===== src/rtl/rtcc_pkg.sv =====
package rtcc_pkg;
  localparam logic [7:0] A_CTRL  = 8'h14;
  localparam logic [7:0] A_SEC   = 8'h15;
  localparam logic [7:0] A_MIN   = 8'h16;
  localparam logic [7:0] A_HOUR  = 8'h17;
  localparam logic [7:0] A_DAYL  = 8'h18;
  localparam logic [7:0] A_DAYH  = 8'h19;
  localparam logic [7:0] A_AMIN  = 8'h1A;
  localparam logic [7:0] A_AHOUR = 8'h1B;
  localparam logic [7:0] A_ADAYL = 8'h1C;
  localparam logic [7:0] A_ADAYH = 8'h1D;

  localparam int B_BUSY = 7;
  localparam int B_DAE  = 5;
  localparam int B_HAE  = 4;
  localparam int B_MAE  = 3;
  localparam int B_FLAG = 2;
  localparam int B_AIE  = 1;
  localparam int B_RUN  = 0;

  typedef struct packed {
    logic day_en;
    logic hour_en;
    logic min_en;
    logic aie;
    logic run;
  } ctl_t;
endpackage


===== src/rtl/rtcc_bcd_field.sv =====
// Two-digit BCD counter with a wrap value and a parallel load.
module rtcc_bcd_field #(
  parameter int         W   = 7,
  parameter logic [7:0] TOP = 8'h59
) (
  input  logic         clk,
  input  logic         rst_n,
  input  logic         inc,
  input  logic         ld,
  input  logic [W-1:0] ld_val,
  output logic [W-1:0] q,
  output logic [W-1:0] q_nxt,
  output logic         wrap
);
  localparam logic [W-1:0] TOPV = TOP[W-1:0];

  always_comb begin
    wrap = (q == TOPV);
    if (wrap)
      q_nxt = '0;
    else if (q[3:0] == 4'd9)
      q_nxt = {q[W-1:4] + 1'b1, 4'd0};
    else
      q_nxt = q + 1'b1;
  end

  always_ff @(posedge clk or negedge rst_n) begin
    if (!rst_n)   q <= '0;
    else if (ld)  q <= ld_val;
    else if (inc) q <= q_nxt;
  end
endmodule


===== src/rtl/rtcc_day_count.sv =====
// Binary day counter loaded one byte at a time; wraps at all-ones.
module rtcc_day_count #(
  parameter int DAY_W = 15
) (
  input  logic             clk,
  input  logic             rst_n,
  input  logic             inc,
  input  logic             ld_lo,
  input  logic             ld_hi,
  input  logic [7:0]       wdata,
  output logic [DAY_W-1:0] q,
  output logic [DAY_W-1:0] q_nxt
);
  localparam int HI_W = DAY_W - 8;

  assign q_nxt = q + 1'b1;

  always_ff @(posedge clk or negedge rst_n) begin
    if (!rst_n) q <= '0;
    else if (ld_lo) q[7:0] <= wdata;
    else if (ld_hi) q[DAY_W-1:8] <= wdata[HI_W-1:0];
    else if (inc) q <= q_nxt;
  end
endmodule


===== src/rtl/rtcc_alarm_cmp.sv =====
// Match of the enabled alarm fields against the time being entered.
module rtcc_alarm_cmp #(
  parameter int MIN_W  = 7,
  parameter int HOUR_W = 6,
  parameter int DAY_W  = 15
) (
  input  logic              en_min,
  input  logic              en_hour,
  input  logic              en_day,
  input  logic [MIN_W-1:0]  cur_min,
  input  logic [HOUR_W-1:0] cur_hour,
  input  logic [DAY_W-1:0]  cur_day,
  input  logic [MIN_W-1:0]  alm_min,
  input  logic [HOUR_W-1:0] alm_hour,
  input  logic [DAY_W-1:0]  alm_day,
  output logic              hit
);
  logic any_en, ok_min, ok_hour, ok_day;

  always_comb begin
    any_en  = en_min | en_hour | en_day;
    ok_min  = !en_min  || (cur_min  == alm_min);
    ok_hour = !en_hour || (cur_hour == alm_hour);
    ok_day  = !en_day  || (cur_day  == alm_day);
    hit     = any_en && ok_min && ok_hour && ok_day;
  end
endmodule


===== src/rtl/rtc_bcd_cal.sv =====
module rtc_bcd_cal #(
  parameter int SEC_W  = 7,
  parameter int MIN_W  = 7,
  parameter int HOUR_W = 6,
  parameter int DAY_W  = 15
) (
  input  logic       clk,
  input  logic       rst_n,
  input  logic       sec_tick,
  input  logic [7:0] reg_addr,
  input  logic [7:0] reg_wdata,
  input  logic       reg_we,
  output logic [7:0] reg_rdata,
  output logic       alarm_irq
);
  import rtcc_pkg::*;

  localparam int HI_W = DAY_W - 8;

  ctl_t              ctl;
  logic              flag;
  logic              run_en;
  logic              busy;
  logic              wr_ok;
  logic              sec_inc, min_inc, hour_inc, day_inc;
  logic              sec_wrap, min_wrap, hour_wrap;
  logic [SEC_W-1:0]  sec_q, sec_nxt;
  logic [MIN_W-1:0]  min_q, min_nxt;
  logic [HOUR_W-1:0] hour_q, hour_nxt, hour_new;
  logic [DAY_W-1:0]  day_q, day_nxt, day_new;
  logic [MIN_W-1:0]  alm_min;
  logic [HOUR_W-1:0] alm_hour;
  logic [DAY_W-1:0]  alm_day;
  logic              hit;
  logic              roll;

  assign run_en   = ctl.run;
  assign busy     = sec_tick & run_en;
  assign wr_ok    = reg_we & ~busy;
  assign sec_inc  = busy;
  assign min_inc  = sec_inc & sec_wrap;
  assign hour_inc = min_inc & min_wrap;
  assign day_inc  = hour_inc & hour_wrap;
  assign roll     = min_inc;

  rtcc_bcd_field #(.W(SEC_W), .TOP(8'h59)) u_sec (
    .clk(clk), .rst_n(rst_n), .inc(sec_inc),
    .ld(wr_ok && reg_addr == A_SEC), .ld_val(reg_wdata[SEC_W-1:0]),
    .q(sec_q), .q_nxt(sec_nxt), .wrap(sec_wrap)
  );

  rtcc_bcd_field #(.W(MIN_W), .TOP(8'h59)) u_min (
    .clk(clk), .rst_n(rst_n), .inc(min_inc),
    .ld(wr_ok && reg_addr == A_MIN), .ld_val(reg_wdata[MIN_W-1:0]),
    .q(min_q), .q_nxt(min_nxt), .wrap(min_wrap)
  );

  rtcc_bcd_field #(.W(HOUR_W), .TOP(8'h23)) u_hour (
    .clk(clk), .rst_n(rst_n), .inc(hour_inc),
    .ld(wr_ok && reg_addr == A_HOUR), .ld_val(reg_wdata[HOUR_W-1:0]),
    .q(hour_q), .q_nxt(hour_nxt), .wrap(hour_wrap)
  );

  rtcc_day_count #(.DAY_W(DAY_W)) u_day (
    .clk(clk), .rst_n(rst_n), .inc(day_inc),
    .ld_lo(wr_ok && reg_addr == A_DAYL),
    .ld_hi(wr_ok && reg_addr == A_DAYH),
    .wdata(reg_wdata), .q(day_q), .q_nxt(day_nxt)
  );

  // Values the time takes after this tick, for the alarm compare.
  assign hour_new = hour_inc ? hour_nxt : hour_q;
  assign day_new  = day_inc  ? day_nxt  : day_q;

  rtcc_alarm_cmp #(.MIN_W(MIN_W), .HOUR_W(HOUR_W), .DAY_W(DAY_W)) u_cmp (
    .en_min(ctl.min_en), .en_hour(ctl.hour_en), .en_day(ctl.day_en),
    .cur_min(min_nxt), .cur_hour(hour_new), .cur_day(day_new),
    .alm_min(alm_min), .alm_hour(alm_hour), .alm_day(alm_day),
    .hit(hit)
  );

  always_ff @(posedge clk or negedge rst_n) begin
    if (!rst_n) begin
      ctl <= '0;
    end else if (wr_ok && reg_addr == A_CTRL) begin
      ctl.day_en  <= reg_wdata[B_DAE];
      ctl.hour_en <= reg_wdata[B_HAE];
      ctl.min_en  <= reg_wdata[B_MAE];
      ctl.aie     <= reg_wdata[B_AIE];
      ctl.run     <= reg_wdata[B_RUN];
    end
  end

  always_ff @(posedge clk or negedge rst_n) begin
    if (!rst_n)
      flag <= 1'b0;
    else if (roll && hit)
      flag <= 1'b1;
    else if (wr_ok && reg_addr == A_CTRL && reg_wdata[B_FLAG])
      flag <= 1'b0;
  end

  always_ff @(posedge clk or negedge rst_n) begin
    if (!rst_n) begin
      alm_min  <= '0;
      alm_hour <= '0;
      alm_day  <= '0;
    end else if (wr_ok) begin
      case (reg_addr)
        A_AMIN:  alm_min            <= reg_wdata[MIN_W-1:0];
        A_AHOUR: alm_hour           <= reg_wdata[HOUR_W-1:0];
        A_ADAYL: alm_day[7:0]       <= reg_wdata;
        A_ADAYH: alm_day[DAY_W-1:8] <= reg_wdata[HI_W-1:0];
        default: ;
      endcase
    end
  end

  always_comb begin
    case (reg_addr)
      A_CTRL:  reg_rdata = {busy, 1'b0, ctl.day_en, ctl.hour_en,
                            ctl.min_en, flag, ctl.aie, ctl.run};
      A_SEC:   reg_rdata = 8'(sec_q);
      A_MIN:   reg_rdata = 8'(min_q);
      A_HOUR:  reg_rdata = 8'(hour_q);
      A_DAYL:  reg_rdata = day_q[7:0];
      A_DAYH:  reg_rdata = 8'(day_q[DAY_W-1:8]);
      A_AMIN:  reg_rdata = 8'(alm_min);
      A_AHOUR: reg_rdata = 8'(alm_hour);
      A_ADAYL: reg_rdata = alm_day[7:0];
      A_ADAYH: reg_rdata = 8'(alm_day[DAY_W-1:8]);
      default: reg_rdata = 8'h00;
    endcase
  end

  assign alarm_irq = flag & ctl.aie;
endmodule


===== config.mk =====
export PLATFORM = sky130hd
export DESIGN_NAME = rtc_bcd_cal
export DESIGN_NICKNAME = d
export VERILOG_FILES = /design/src/rtl/rtcc_pkg.sv /design/src/rtl/rtcc_bcd_field.sv /design/src/rtl/rtcc_day_count.sv /design/src/rtl/rtcc_alarm_cmp.sv /design/src/rtl/rtc_bcd_cal.sv
export SDC_FILE = /design/constraint.sdc
export NUM_CORES = 1
export LEC_CHECK = 0
export BUFFER_PORTS_ARGS = -buffer_cell sky130_fd_sc_hd__buf_2
export CORE_ASPECT_RATIO = 2
export CORE_MARGIN = 2
export CORE_UTILIZATION = 65
export DETAILED_ROUTE_END_ITERATION = 6
export MAX_ROUTING_LAYER = met4
export PLACE_DENSITY = 0.95
export SLEW_MARGIN = 0
export SYNTH_ARGS = -nofsm -noshare
export SYNTH_HDL_FRONTEND = slang
export SYNTH_SLANG_ARGS = --single-unit

===== constraint.sdc =====
create_clock -name clk -period 4.2 [get_ports clk]
set_input_delay 0.42 -clock clk [delete_from_list [all_inputs] [get_ports clk]]
set_output_delay 0.42 -clock clk [all_outputs]
set_load 0.005 [all_outputs]

==> run_results.csv <==
group,metric,value,unit
cells_and_area,layout_commonest_cell,"dfrtp_1",
pwr,combPwrFrac,13.4,%
cells_and_area,fin_nets,598,
logic_synthesis,yosys_warnings,0,
timing,relSlewSlack,41.13,%
floorplan,start_util,66.62,%
global_routing,grtUsageMet3,10.84,%
routing,first_iter_violations,656,
setup_path,worstPathBufferInverterCount,0,
setup_path,path_class,"reg -> reg",
clocking,holdBufCountCts,0,
outcome,status,"finished with violations",
floorplan,ios,29,
logic_synthesis,ys_seq_elements,69,
hold_path,hp-class,"in -> async",
timing,finalHoldViolCount,0,
logic_synthesis,syn-num-nets,588,
logic_synthesis,synth_flop_cell,"dfrtp_1",
setup_path,start_kind,"flip-flop",
logic_synthesis,syn_area_per_cell,9.107,um2
clocking,clkTransAtPathRegs,0.05,ns
clocking,htreeDepth,3,
setup_path,endpoint_kind,"flip-flop",
cells_and_area,final_cell_mix,"69 x dfrtp_1, 53 x nand2_1, 43 x nor2_1",
clocking,cts_buffers,9,
global_routing,grt_overflow_total,0,
logic_synthesis,synth_edf_count,0,
pwr,p_sw,0.4965,mW
routing,viasPerCell,7.591,
routing,post-route-drc-count,2,
clocking,cts-root-buf,"clkbuf_16",
setup_path,required,4.46,ns
flow_run,timing.max_cap.violations,0,
pwr,intPower,1.294,mW
clocking,cts.sinks,69,
pwr,cellLeakagePower,2.419,nW
timing,finClkSkew,0.006375,ns
global_routing,top_usage_layer,"met2",
setup_path,critPathMaxFanout,13,
global_routing,use_met1,47.36,%
outcome,violations,"DRC",
timing,fin_hold_ws,0.1589,ns
pwr,p_per_area,327.0,nW/um2
timing,clock.fmax,286.9,MHz
setup_path,cp_top_family,"simple AND/OR/NAND/NOR gates",
placement,place.gp.congestion,1.077,
placement,post-dp-hpwl,12710,um
clocking,cts_tree,"built",
cells_and_area,drive_gt1_share,16.02,%
global_routing,grt.total_usage,45.60,%
logic_synthesis,synthesis.area,5064,um2
routing,final_antenna_net_count,0,
floorplan,rows,45,
pwr,clkPwrFrac,42.4,%
logic_synthesis,ys_seq_area_share,34.10,%
logic_synthesis,async_flop_share,100.0,%
logic_synthesis,synth_cells,556,
logic_synthesis,synth.distinct_cells,66,
pwr,switching_share,27.74,%
pwr,ir_drop,0.2661,mV
setup_path,path_cells,"ha_1 -> nand3b_2 -> nor4_4 -> nand4_1 -> mux2i_1 -> a2111oi_0 -> a31oi_1 -> nor3_2",
global_routing,grt_pass1_vias,4947,
clocking,postCtsResizedCells,0,
timing,setup_tns,0,ns
routing,via_count,5025,
global_routing,grt_use_met2,71.29,%
floorplan,die_h,128.8,um
floorplan,die_w,66.41,um
timing,finalCriticalPeriod,3.485,ns
routing,wl,17720,um
setup_path,critical_path.max_stage_delay,0.70,ns
pwr,p_seq_share,44.2,%
placement,io_buffers,28,
timing,setup_viol,0,
global_routing,antenna_found_initial,0,
timing,worst-slew-pin-transition,0.8799,ns
timing,rsz0062_at_grt,"false",
timing,report.final.slew_viol_count,0,
routing,wl_per_cell,26.76,um
clocking,clock_latency,0.34,ns
floorplan,die-area,8555,um2
cells_and_area,n_antenna_cell,0,
routing,dr.pass1.iters,7,
setup_path,crit_slowest_cell,"nor4_4",
floorplan,fp.coreArea,7601,um2
timing,post-route-period-util,82.98,%
cells_and_area,final_core_util,72.02,%
setup_path,arrival,3.74,ns
clocking,postCtsSetupRepairBufs,0,
clocking,cts_max_path_buffers,2,
global_routing,grt_pass1_wl,27410,um
global_routing,grt_max_degree,38,
cells_and_area,syn_to_final_growth,8.105,%
-- routing by layer --
layer | routed length [um] | vias to the layer above | part of all wire, %
li1 | - | 2106 | -
met1 | 5679 | 2395 | 32
met2 | 8762 | 388 | 49
met3 | 1634 | 136 | 9.2
met4 | 1639 | 0 | 9.3
met5 | 0 | - | 0
-- synthesized netlist by cell type (13+ instances only) --
library cell  instances  area share, %
nand2_1              53            3.9
nor2_1               43            3.2
a21oi_1              19            1.9
buf_2                15            1.5
clkbuf_1             13           0.96
o211ai_1             16            2.4
dfrtp_1              69             34
a22oi_1              27            4.0
o21ai_0              21            2.1
nand4_1              18            2.2
xnor2_1              23            4.0
mux2_2               35            7.8
and2_1               14            1.7
nand3_1              29            2.9
-- layout make-up --
class                   count  area, um2
repair buffers             29      147.6
multi-input cells         445       3149
flip-flops and latches     69       1727
inverters                  12      45.04
fillers                   566       2127
clock buffers              11      252.7
well taps                  94      117.6
clock inverters             2      35.03
-- logic make-up after synthesis --
group | after synthesis | share of synthesized area, %
simple gates | 218 | 24.02
compound gates | 138 | 19.84
flops | 69 | 34.10
mux | 44 | 9.661
buf+inv | 42 | 3.706
xor+xnor | 33 | 5.708
fa+ha+maj | 12 | 2.965
-- state kept, by name (all words and copies together), names as in the netlist --
signal and count:
alm_day 15, u_day.q 15, alm_min 7, u_min.q 7, u_sec.q 7, alm_hour 6
u_hour.q 6, ctl 4, flag 1, run_en 1
-- power groups by stage --
stage               Combinational, mW  Clock [mW]  Sequential, mW
floorplan                       0.174           0           0.755
CTS                             0.233       0.754           0.786
global placement                0.220           0           0.795
global route                    0.255       0.782           0.795
finish                          0.240       0.758           0.792
detailed placement              0.230           0           0.797
-- final timing paths --
path,from,to,cells past startpoint,slack (ns)
max reg2reg,u_min.q[0],flag,8,0.71
max,u_min.q[0],flag,8,0.71
min,rst_n,alm_day[13],1,0.16
min in group clk,reg_wdata[7],u_day.q[7],3,0.31
min reg2reg,ctl[1],ctl[1],1,0.56
max in group asynchronous,rst_n,u_day.q[6],2,3.05
-- stage by stage --
step	setup WS (ns)	cells	area, um2	power (mW)
floorplan	1.791	556	5064	0.9289
global placement	0.7835	649	5186	1.015
detailed placement	0.7506	649	5186	1.027
CTS	0.7641	662	5474	1.774
global route	0.5066	662	5474	1.832
finish	0.7150	662	5474	1.790
Power figures use the tool's default switching activity.
